==> src/rtl/xl_pkg.sv <==
package xl_pkg;
  localparam int VA_W  = 32;
  localparam int PA_W  = 32;
  localparam int OFS_W = 12;
  localparam int VPN_W = VA_W - OFS_W;
  localparam int PPN_W = PA_W - OFS_W;

  typedef struct packed {
    logic [PPN_W-1:0] ppn;
    logic [OFS_W-4:0] rsvd;
    logic             dirty;
    logic             refd;
    logic             present;
  } pte_t;

  typedef enum logic [1:0] {W_IDLE, W_READ, W_WBACK, W_FAULT} wstate_t;

  // word address of the entry for one page in the flat table
  function automatic logic [VA_W-1:0] pte_loc(logic [VA_W-1:0] base,
                                              logic [VPN_W-1:0] vpn);
    return base + VA_W'({vpn, 2'b00});
  endfunction

  function automatic logic [PA_W-1:0] pa_of(logic [PPN_W-1:0] ppn,
                                            logic [VA_W-1:0] va);
    return {ppn, va[OFS_W-1:0]};
  endfunction

  // entry image after an access marks it
  function automatic pte_t mark_pte(logic [PPN_W-1:0] ppn, logic dirty_now,
                                    logic is_write);
    pte_t p;
    p.ppn     = ppn;
    p.rsvd    = '0;
    p.dirty   = dirty_now | is_write;
    p.refd    = 1'b1;
    p.present = 1'b1;
    return p;
  endfunction
endpackage

==> src/rtl/xl_victim.sv <==
module xl_victim #(
  parameter int N_ENT = 16,
  localparam int IDX_W = $clog2(N_ENT)
) (
  input  logic             clk,
  input  logic             rst_n,
  input  logic [N_ENT-1:0] valid_vec,
  output logic [IDX_W-1:0] vic_idx
);
  logic [IDX_W-1:0] rr_q;
  logic             any_free;
  logic [IDX_W-1:0] free_idx;

  always_ff @(posedge clk or negedge rst_n) begin
    if (!rst_n) rr_q <= '0;
    else        rr_q <= rr_q + 1'b1;
  end

  always_comb begin
    any_free = 1'b0;
    free_idx = '0;
    for (int i = N_ENT - 1; i >= 0; i--) begin
      if (!valid_vec[i]) begin
        any_free = 1'b1;
        free_idx = IDX_W'(i);
      end
    end
  end

  assign vic_idx = any_free ? free_idx : rr_q;

  // an empty slot is always preferred
  p_vic_free_r9: assert property (@(posedge clk) disable iff (!rst_n)
    (valid_vec != {N_ENT{1'b1}}) |-> !valid_vec[vic_idx]);
endmodule

==> src/rtl/xl_cam.sv <==
module xl_cam
  import xl_pkg::*;
#(
  parameter int N_ENT = 16,
  localparam int IDX_W = $clog2(N_ENT)
) (
  input  logic             clk,
  input  logic             rst_n,
  input  logic             flush,
  input  logic [VPN_W-1:0] lk_vpn,
  output logic             hit,
  output logic [IDX_W-1:0] hit_idx,
  output logic [PPN_W-1:0] hit_ppn,
  output logic             hit_ref,
  output logic             hit_dirty,
  input  logic             ins_en,
  input  logic [IDX_W-1:0] ins_idx,
  input  logic [VPN_W-1:0] ins_vpn,
  input  pte_t             ins_pte,
  input  logic             upd_en,
  input  logic [IDX_W-1:0] upd_idx,
  input  logic             upd_dirty,
  output logic [N_ENT-1:0] valid_vec
);
  logic [VPN_W-1:0] tag_q   [N_ENT];
  logic [PPN_W-1:0] ppn_q   [N_ENT];
  logic [N_ENT-1:0] ref_q;
  logic [N_ENT-1:0] dirty_q;
  logic [N_ENT-1:0] match_vec;

  for (genvar g = 0; g < N_ENT; g++) begin : g_ent
    always_ff @(posedge clk or negedge rst_n) begin
      if (!rst_n) begin
        valid_vec[g] <= 1'b0;
        tag_q[g]     <= '0;
        ppn_q[g]     <= '0;
        ref_q[g]     <= 1'b0;
        dirty_q[g]   <= 1'b0;
      end else if (flush) begin
        valid_vec[g] <= 1'b0;
      end else if (ins_en && ins_idx == IDX_W'(g)) begin
        valid_vec[g] <= 1'b1;
        tag_q[g]     <= ins_vpn;
        ppn_q[g]     <= ins_pte.ppn;
        ref_q[g]     <= ins_pte.refd;
        dirty_q[g]   <= ins_pte.dirty;
      end else if (upd_en && upd_idx == IDX_W'(g)) begin
        ref_q[g]     <= 1'b1;
        dirty_q[g]   <= upd_dirty;
      end
    end
    assign match_vec[g] = valid_vec[g] && (tag_q[g] == lk_vpn);
  end

  always_comb begin
    hit_idx = '0;
    for (int i = N_ENT - 1; i >= 0; i--)
      if (match_vec[i]) hit_idx = IDX_W'(i);
  end

  assign hit       = |match_vec;
  assign hit_ppn   = ppn_q[hit_idx];
  assign hit_ref   = ref_q[hit_idx];
  assign hit_dirty = dirty_q[hit_idx];

  // a flush empties every slot by the next cycle
  p_flush_clear_r8: assert property (@(posedge clk) disable iff (!rst_n)
    flush |=> (valid_vec == '0));
  // a page is never cached twice
  p_tag_unique_r10: assert property (@(posedge clk) disable iff (!rst_n)
    $onehot0(match_vec));
endmodule

==> src/rtl/xl_walker.sv <==
module xl_walker
  import xl_pkg::*;
(
  input  logic    clk,
  input  logic    rst_n,
  input  logic    req_valid,
  input  logic    req_write,
  input  logic    hit,
  input  logic    hit_ref,
  input  logic    hit_dirty,
  input  logic    rd_present,
  input  logic    mem_ack,
  input  logic    flt_ack,
  output wstate_t st,
  output logic    req_ready,
  output logic    rsp_fault,
  output logic    mem_rd,
  output logic    mem_wr,
  output logic    ins_en,
  output logic    upd_en,
  output logic    wb_start,
  output logic    flt_start
);
  wstate_t nxt;
  logic    need_upd;

  assign need_upd = !hit_ref || (req_write && !hit_dirty);

  always_ff @(posedge clk or negedge rst_n) begin
    if (!rst_n) st <= W_IDLE;
    else        st <= nxt;
  end

  always_comb begin
    nxt       = st;
    req_ready = 1'b0;
    rsp_fault = 1'b0;
    mem_rd    = 1'b0;
    mem_wr    = 1'b0;
    ins_en    = 1'b0;
    upd_en    = 1'b0;
    wb_start  = 1'b0;
    flt_start = 1'b0;
    unique case (st)
      W_IDLE: begin
        if (req_valid) begin
          if (!hit)         nxt = W_READ;
          else if (need_upd) begin
            nxt      = W_WBACK;
            wb_start = 1'b1;
          end else          req_ready = 1'b1;
        end
      end
      W_READ: begin
        mem_rd = 1'b1;
        if (mem_ack) begin
          if (rd_present) begin
            ins_en = 1'b1;
            nxt    = W_IDLE;
          end else begin
            flt_start = 1'b1;
            nxt       = W_FAULT;
          end
        end
      end
      W_WBACK: begin
        mem_wr = 1'b1;
        if (mem_ack) begin
          upd_en = 1'b1;
          nxt    = W_IDLE;
        end
      end
      W_FAULT: begin
        rsp_fault = 1'b1;
        req_ready = flt_ack;
        if (flt_ack) nxt = W_IDLE;
      end
      default: nxt = W_IDLE;
    endcase
  end

  // a memory request stays up until it is answered
  p_mem_hold_r3: assert property (@(posedge clk) disable iff (!rst_n)
    ((mem_rd || mem_wr) && !mem_ack) |=> (mem_rd || mem_wr));
endmodule

==> src/rtl/addr_xlate.sv <==
module addr_xlate
  import xl_pkg::*;
#(
  parameter int N_ENT = 16
) (
  input  logic        clk,
  input  logic        rst_n,
  input  logic        base_we,
  input  logic [31:0] base_wdata,
  input  logic        flush,
  input  logic        req_valid,
  input  logic        req_write,
  input  logic [31:0] req_vaddr,
  output logic        req_ready,
  output logic [31:0] rsp_paddr,
  output logic        rsp_fault,
  output logic [31:0] fault_vaddr,
  input  logic        flt_ack,
  output logic        mem_rd,
  output logic        mem_wr,
  output logic [31:0] mem_addr,
  output logic [31:0] mem_wdata,
  input  logic [31:0] mem_rdata,
  input  logic        mem_ack
);
  localparam int IDX_W = $clog2(N_ENT);

  logic [VA_W-1:0]  base_q;
  logic [VPN_W-1:0] req_vpn;
  logic             hit, hit_ref, hit_dirty;
  logic [IDX_W-1:0] hit_idx, vic_idx, wb_idx;
  logic [PPN_W-1:0] hit_ppn;
  logic [N_ENT-1:0] valid_vec;
  logic             ins_en, upd_en, wb_start, flt_start;
  pte_t             rd_pte, wb_pte;
  wstate_t          st;
  logic             unused_rsvd;

  assign req_vpn     = req_vaddr[VA_W-1:OFS_W];
  assign rd_pte      = pte_t'(mem_rdata);
  assign unused_rsvd = ^rd_pte.rsvd;

  always_ff @(posedge clk or negedge rst_n) begin
    if (!rst_n)       base_q <= '0;
    else if (base_we) base_q <= base_wdata;
  end

  // writeback image and slot are frozen on entry to the writeback
  always_ff @(posedge clk or negedge rst_n) begin
    if (!rst_n) begin
      wb_idx <= '0;
      wb_pte <= '0;
    end else if (wb_start) begin
      wb_idx <= hit_idx;
      wb_pte <= mark_pte(hit_ppn, hit_dirty, req_write);
    end
  end

  always_ff @(posedge clk or negedge rst_n) begin
    if (!rst_n)         fault_vaddr <= '0;
    else if (flt_start) fault_vaddr <= req_vaddr;
  end

  xl_cam #(.N_ENT(N_ENT)) u_cam (
    .clk(clk), .rst_n(rst_n), .flush(flush), .lk_vpn(req_vpn),
    .hit(hit), .hit_idx(hit_idx), .hit_ppn(hit_ppn),
    .hit_ref(hit_ref), .hit_dirty(hit_dirty),
    .ins_en(ins_en), .ins_idx(vic_idx), .ins_vpn(req_vpn), .ins_pte(rd_pte),
    .upd_en(upd_en), .upd_idx(wb_idx), .upd_dirty(wb_pte.dirty),
    .valid_vec(valid_vec)
  );

  xl_victim #(.N_ENT(N_ENT)) u_vic (
    .clk(clk), .rst_n(rst_n), .valid_vec(valid_vec), .vic_idx(vic_idx)
  );

  xl_walker u_walk (
    .clk(clk), .rst_n(rst_n), .req_valid(req_valid), .req_write(req_write),
    .hit(hit), .hit_ref(hit_ref), .hit_dirty(hit_dirty),
    .rd_present(rd_pte.present), .mem_ack(mem_ack), .flt_ack(flt_ack),
    .st(st), .req_ready(req_ready), .rsp_fault(rsp_fault),
    .mem_rd(mem_rd), .mem_wr(mem_wr), .ins_en(ins_en), .upd_en(upd_en),
    .wb_start(wb_start), .flt_start(flt_start)
  );

  assign mem_addr  = pte_loc(base_q, req_vpn);
  assign mem_wdata = wb_pte;
  assign rsp_paddr = pa_of(hit_ppn, req_vaddr);

  // the fault response and its address hold until acknowledged
  p_fault_hold_r4: assert property (@(posedge clk) disable iff (!rst_n)
    (rsp_fault && !flt_ack) |=> (rsp_fault && $stable(fault_vaddr)));
  // R6 (and R5): an accepted translation has current status flags
  p_ack_status_r6: assert property (@(posedge clk) disable iff (!rst_n)
    (req_valid && req_ready && !rsp_fault) |-> (hit_ref && (!req_write || hit_dirty)));
  // the table address does not move while a walk waits
  p_addr_hold_r3: assert property (@(posedge clk) disable iff (!rst_n)
    ((mem_rd || mem_wr) && !mem_ack) |=> $stable(mem_addr));
endmodule

==> config.mk <==
export PLATFORM = sky130hd
export DESIGN_NAME = addr_xlate
export DESIGN_NICKNAME = d
export VERILOG_FILES = /design/src/rtl/xl_pkg.sv /design/src/rtl/xl_victim.sv /design/src/rtl/xl_cam.sv /design/src/rtl/xl_walker.sv /design/src/rtl/addr_xlate.sv
export SDC_FILE = /design/constraint.sdc
export NUM_CORES = 2
export LEC_CHECK = 0
export ABC_CLOCK_PERIOD_IN_PS = 6800
export CAP_MARGIN = 5
export CORE_MARGIN = 2
export CORE_UTILIZATION = 60
export CTS_CLUSTER_SIZE = 20
export DETAILED_ROUTE_END_ITERATION = 12
export PLACE_DENSITY = 0.78
export SLEW_MARGIN = 20
export SYNTH_ARGS = -nofsm -noshare
export SYNTH_HDL_FRONTEND = slang
export SYNTH_SLANG_ARGS = --single-unit
==> constraint.sdc <==
create_clock -name clk -period 6.8 [get_ports clk]
set_input_delay 1.36 -clock clk [delete_from_list [all_inputs] [get_ports clk]]
set_output_delay 1.36 -clock clk [all_outputs]
set_load 0.02 [all_outputs]
## Word level (Yosys, flattened, before mapping)

Cells that the tools add are included.
Widths: inputs -> output; s select.

- $add $sub $neg: 2
- Order comparisons: 2
- Equality and inequality tests: 54
- Muxes and demuxes: 179
- Bitwise gates (word level): 3
- Reduce and logical (&&, ||, !) cells: 121

Operator list:

| operator | number |
|---|---|
| $eq 20x20->1 | 16 |
| $mux 1 | 132 |
| $mux 4 | 33 |
| $bmux 20 s4 | 1 |
| $eq 4x4->1 const B | 16 |
| $reduce_and 2->1 | 32 |
| $reduce_bool 2->1 | 32 |
| $logic_and 1x1->1 | 49 |
| $mux 20 | 2 |
| $add 32x22->32 | 1 |
| $eq 4x3->1 const B | 8 |
| $eq 4x2->1 const B | 4 |
| $reduce_or 16->1 | 1 |
| $mux 2 | 7 |
| $bmux 1 s4 | 2 |
| $eq 4x1->1 const B | 2 |
| $logic_not 4->1 | 2 |
| $ne 2x2->1 const B | 4 |
| $pmux 2 s4 | 1 |
| $ge 5x5->1 const B | 1 |
| $lt 4x5->1 const B | 1 |
| $not 4->5 | 1 |
| $reduce_and 5->1 | 1 |
| $add 4x1->4 const B | 1 |
| other kinds (9) | 11 |

- Register bits: 784
- Input port bits: 104
- Output and inout bits: 132
- Word-level logic and storage cells: 449

## Longest topological paths before layout

- Depth after elaboration: 27
- Gate-level depth with buffers: 18
- Gate-level depth less buffers: 16

## By module

Synthesis repeated with hierarchy kept, for this count alone.

- Cells, all modules: 3,226
- Area total of the unflattened synthesis: 39,848.2 um^2

By module, submodules not included:

| module | instances | cells each | area an instance (um^2) | sequential area each (um^2) |
|---|---|---|---|---|
| xl_cam | 1 | 2,756 | 34,501.8 | 17,216.5 |
| addr_xlate | 1 | 396 | 4,743.3 | 2,252.2 |
| xl_victim | 1 | 43 | 325.3 | 100.1 |
| xl_walker | 1 | 31 | 277.8 | 50.0 |

## Worst setup path after synthesis

Ideal clock, no wire load.

- Path type: input port to output port
- From: in req_vaddr[13]
- To: out mem_addr[24]
- Arrival: 4.959 ns
- Required time: 5.440 ns
- Path slack: 0.481 ns
- Stages on the path: 18
- Buffers on the path: 3
- Cells stage by stage: clkbuf_1 buf_2 buf_2 inv_1 fa_1 nor2b_1 o21ai_0 a21boi_0 o21ai_0 a21o_1 a21oi_1 nor2_1 a2111o_1 a31oi_1 a21o_1 a31oi_1 nand2b_1 xnor2_1

- Word-level cells in the longest chain between the ends: 1

RTL lines:

| item | line | RTL |
|---|---|---|
| from (decl) | addr_xlate.sv:13 | `input logic [31:0] req_vaddr,` |
| $add 32x22->32 | xl_pkg.sv:21 | `return base + VA_W'({vpn, 2'b00});` |
| to (decl) | addr_xlate.sv:21 | `output logic [31:0] mem_addr,` |

Every way passes these cells.

## Worst setup path after layout

- From: in req_vaddr[20]
- To: out rsp_paddr[21]

- Word-level cells in the longest chain between the ends: 22
- Elaborated cells on any way between the ends: 52
- Classes of those cells: eq/ne: 16; mux: 19; bitwise: 1; reduce/logical: 16

RTL lines:

| item | line | RTL |
|---|---|---|
| $eq 20x20->1 | xl_cam.sv:52 | `assign match_vec[g] = valid_vec[g] && (tag_q[g] == lk_vpn);` |
| $logic_and 1x1->1 | xl_cam.sv:52 |  |
| $mux 4 (15 in series) | xl_cam.sv:58 | `if (match_vec[i]) hit_idx = IDX_W'(i);` |
| $mux 4 * | xl_cam.sv:58 |  |
| $not 4->5 (implied by the code) * | xl_cam.sv:62 | `assign hit_ppn = ppn_q[hit_idx];` |
| $bmux 20 s4 * | xl_cam.sv:62 |  |
| $mux 20 (implied by the code) * (2 in series) | xl_cam.sv:62 |  |
| to (decl) | addr_xlate.sv:15 | `output logic [31:0] rsp_paddr,` |

Every way passes the cells marked *; elsewhere a longest branch is shown, timed or not. The select of a mux whose other input is x is not followed.

==> impl_results.md <==
* Drt pass-1 iters at 5
* Overflow after GRT at 0
* Ys Warns at 0
* Routed WL at 105300 um
* Final #Nets at 3629
* Largest net degree at the start of global routing at 188
* Pwr per Cell Area at 258.7 nW/um^2
* Root Buffer Master: clkbuf_16
* DIE AREA at 67390 um^2
* Max_slew headroom at 38.77%
* N_diodes at 0
* Fin Setup TNS at 0 ps
* Worst Skew at 24.12 ps
* Cell leakage power at 0.02149 uW
* Number of global-route vias before repair at 28.56k
* Worst-path fanout max at 11
* Share of layout cells above drive strength 1 at 37.26%
* Number of enable flip-flop cells after synthesis at 0
* Power Internal at 8812 uW
* Post-synthesis cell area at 39200 um^2
* Starting Density at 60.81%
* Via density at 6.133
* CTS tree: built
* Syn Area/Cell at 12.40 um^2
* Tmin final at 6681 ps
* Area growth from synthesis to layout at 19.54%
* Flop2flop setup slack at 2030 ps
* Max Fclk at 0.1497 GHz
* Worst-path clk slew at 60 ps
* #FFs+latches synth at 784
* Primary FF master, synth: dfrtp_1
* Initial antenna violation count at 4
* Sequential area share after synthesis at 50.05%
* Top post-synthesis cells by area: dfrtp_1 (50%), mux2_2 (23%), xnor2_1 (6.1%), mux2i_1 (3.3%), nand4_1 (1.7%)
* P_sw at 3308 uW
* Final period util at 98.25%
* CTS buffer count at 82
* Routed Antenna Nets at 0
* Number of buffers added on ports at 217
* Mapped Cells at 3161
* Post-Place Cells at 4261
* Worst reg2reg path startpoint: u_cam.tag_q[109]$_DFFE_PN0P_
* HPWL after DPL at 68200 um
* Fillers at 4191
* Final cell count without fillers at 4416
* Switching Fraction at 27.29%
* Comb power frac at 19.2%
* Kind of critical path: primary input to primary output
* Critical path capture point type: primary output
* H-tree lvl count at 3
* CP Launch Type: primary input
* Std cell rows at 93
* Die height at 259.6 um
* Placer Congestion at 0.8963
* Routed vias at 27.08k
* Top cell type's share of synthesized area at 50.05%
* Clock sink count at 784
* Worst r2r dst: mem_wdata[31]$_DFFE_PN0P_
* IO Count at 236
* Clock Latency Late Sink at 630 ps
* Core ar. at 64460 um^2
* Reg2Reg Depth at 15
* Flop pwr share at 43.2%
* Clk network pwr share at 37.5%
* End of the worst hold path: mem_wdata[0]$_DFFE_PN0P_
* Drt wl/cell at 23.85 um
* Critical Path RT at 5440 ps
* Hold buffer count at cts at 0
* Hold Vio Cnt, Final at 0
* Status: finished clean
* # setup viols final at 0
* WHS Path Cells at 1
* GRT Util Overall at 31.13%
* # DRC at 0
* Post-synthesis cell type count at 64
* Deepest clock path buffer count at 3
* Max_cap viols at 0
* Measured slew at the worst slew-check pin at 918.5 ps
* Max-slew violations at 0
* Worst Path Arrival at 5320 ps
* Hold path start: mem_wdata[0]$_DFFE_PN0P_
* Hold WC Path Type: flop to flop
* Initial DRC Count at 2033
* Die W at 259.6 um
* Area leader, netlist: dfrtp_1
* First-pass GRT wire length at 162400 um
* Worst VDD drop at 0.2403 mV
* Asr flop ratio synth at 100.0%
-- how the worst max path moves through the flow --
stage	startpoint	endpoint	slack, ps	cells past startpoint
2_1_floorplan	req_vaddr[13]	mem_addr[24]	480	18
3_3_place_gp	req_vaddr[12]	req_ready	-400	18
3_5_place_dp	req_vaddr[18]	rsp_paddr[21]	-440	16
6_report	req_vaddr[20]	rsp_paddr[21]	120	17
5_1_grt	req_vaddr[21]	rsp_paddr[30]	-20	17
4_1_cts	req_vaddr[22]	req_ready	5	17
-- kinds of logic after synthesis --
| logic type | count (synthesis) | synth area share, % |
|---|---|---|
| compound gates | 209 | 3.610 |
| xor+xnor | 346 | 7.750 |
| fa+ha+maj | 27 | 0.8810 |
| buf+inv | 288 | 3.317 |
| flops | 784 | 50.05 |
| mux | 933 | 26.61 |
| other cells | 1 | 0.009567 |
| simple gates | 573 | 7.773 |
-- layout make-up --
cell class	count	area [um^2]	area share [%]
timing repair buffer	500	4696	10.02
sequential	784	19620	41.87
inverter	32	120.1	0.2564
clock inverter	27	282.8	0.6035
clock buffer	120	2447	5.223
multi-input combinational	2098	18620	39.74
tap	855	1070	2.283
-- per-layer routing --
layer	track usage [%]	vias up	wire, um
li1	-	11920	-
met1	42.72	14030	45040
met2	50.64	913	50500
met3	5.146	211	6778
met4	10.54	8	2973
met5	0	-	44
-- timing repair --
action	CTS	global route
pin swaps	3	7
setup endpoints to repair	27	31
endpoints found under the hold margin	0	0
buffers inserted	1	2
gates resized for setup	50	82
cloned	1	3
-- through the flow --
step | setup WS, ps | hold slack [ps] | power (uW) | cell area, um^2 | utilization (%)
detailed placement | -442.1 | 488.3 | 7635 | 43740 | 67.85
global route | -24.22 | 514.3 | 12580 | 46850 | 72.68
CTS | 5.153 | 501.7 | 12160 | 46580 | 72.26
finish | 118.9 | 498.1 | 12120 | 46850 | 72.68
floorplan | 481.2 | 440.4 | 6629 | 39230 | -
global placement | -399.8 | 468.8 | 7545 | 43740 | 67.85
-- cells in the mapped netlist (7+ instances only) --
cell	instances
a211oi_1	16
a21o_1	9
a21oi_1	23
a221oi_1	41
a31oi_1	8
and3_1	13
and4_1	8
buf_1	22
buf_2	54
buf_4	27
clkbuf_1	148
dfrtp_1	784
ha_1	26
inv_1	32
mux2_2	784
mux2_4	17
mux2i_1	130
nand2_1	124
nand2b_1	8
nand3_1	56
nand4_1	107
nor2_1	87
nor3_1	46
nor3b_1	11
nor4_1	50
o211ai_1	7
o21ai_0	78
or2_2	12
or4_1	7
xnor2_1	272
xor2_1	73
-- critical path, stage by stage --
cell and delay [ps]:
buf_4 180, buf_12 170, xnor2_2 220, nand4_1 130, or4_4 440, or2_2 340
a221oi_2 270, buf_4 180, o221ai_2 140, a31oi_4 250, buf_12 210, clkbuf_16 200
mux2_2 340, o21ai_0 190, a221oi_2 70, mux2_2 280, dlygate4sd2_1 330
-- sequential cells by signal, indices dropped and copies added, names as in the netlist --
name	flops
mem_wdata	22
u_cam.dirty_q	16
u_walk.st	2
u_cam.ref_q	16
u_cam.valid_vec	16
u_cam.ppn_q	320
u_vic.rr_q	4
fault_vaddr	32
wb_idx	4
base_q	32
u_cam.tag_q	320
-- power groups by stage --
stage	Combinational, uW	Sequential, uW	Clock, uW
after detailed placement	2320	5310	0
after global placement	2260	5280	0
final	2330	5240	4550
after floorplan	1250	5380	0
after global routing	2500	5280	4800
after CTS	2310	5240	4610
-- placed cells by master (no fill, tap or decap), drive strengths merged, types with 6 or more instances in the layout --
master and count:
or4 7, or4b 7, nor2 88, dlygate4sd2 10
mux2i 130, or3 6, nor3b 11, mux2 801
clkbuf 134, a221oi 41, inv 33, buf 300
and4 8, a211oi 16, nor3 46, conb 9
a21oi 24, or2 12, and3 13, a21o 9
xnor2 273, clkinv 18, nand3 56, o211ai 8
o21ai 78, dfrtp 784, a31oi 11, nand2b 8
nor4 50, nand2 124, xor2 73, and2 7
clkdlybuf4s50 167, nand4 107, a21boi 6, ha 26
Note: power is estimated with default switching activity, not from simulation.
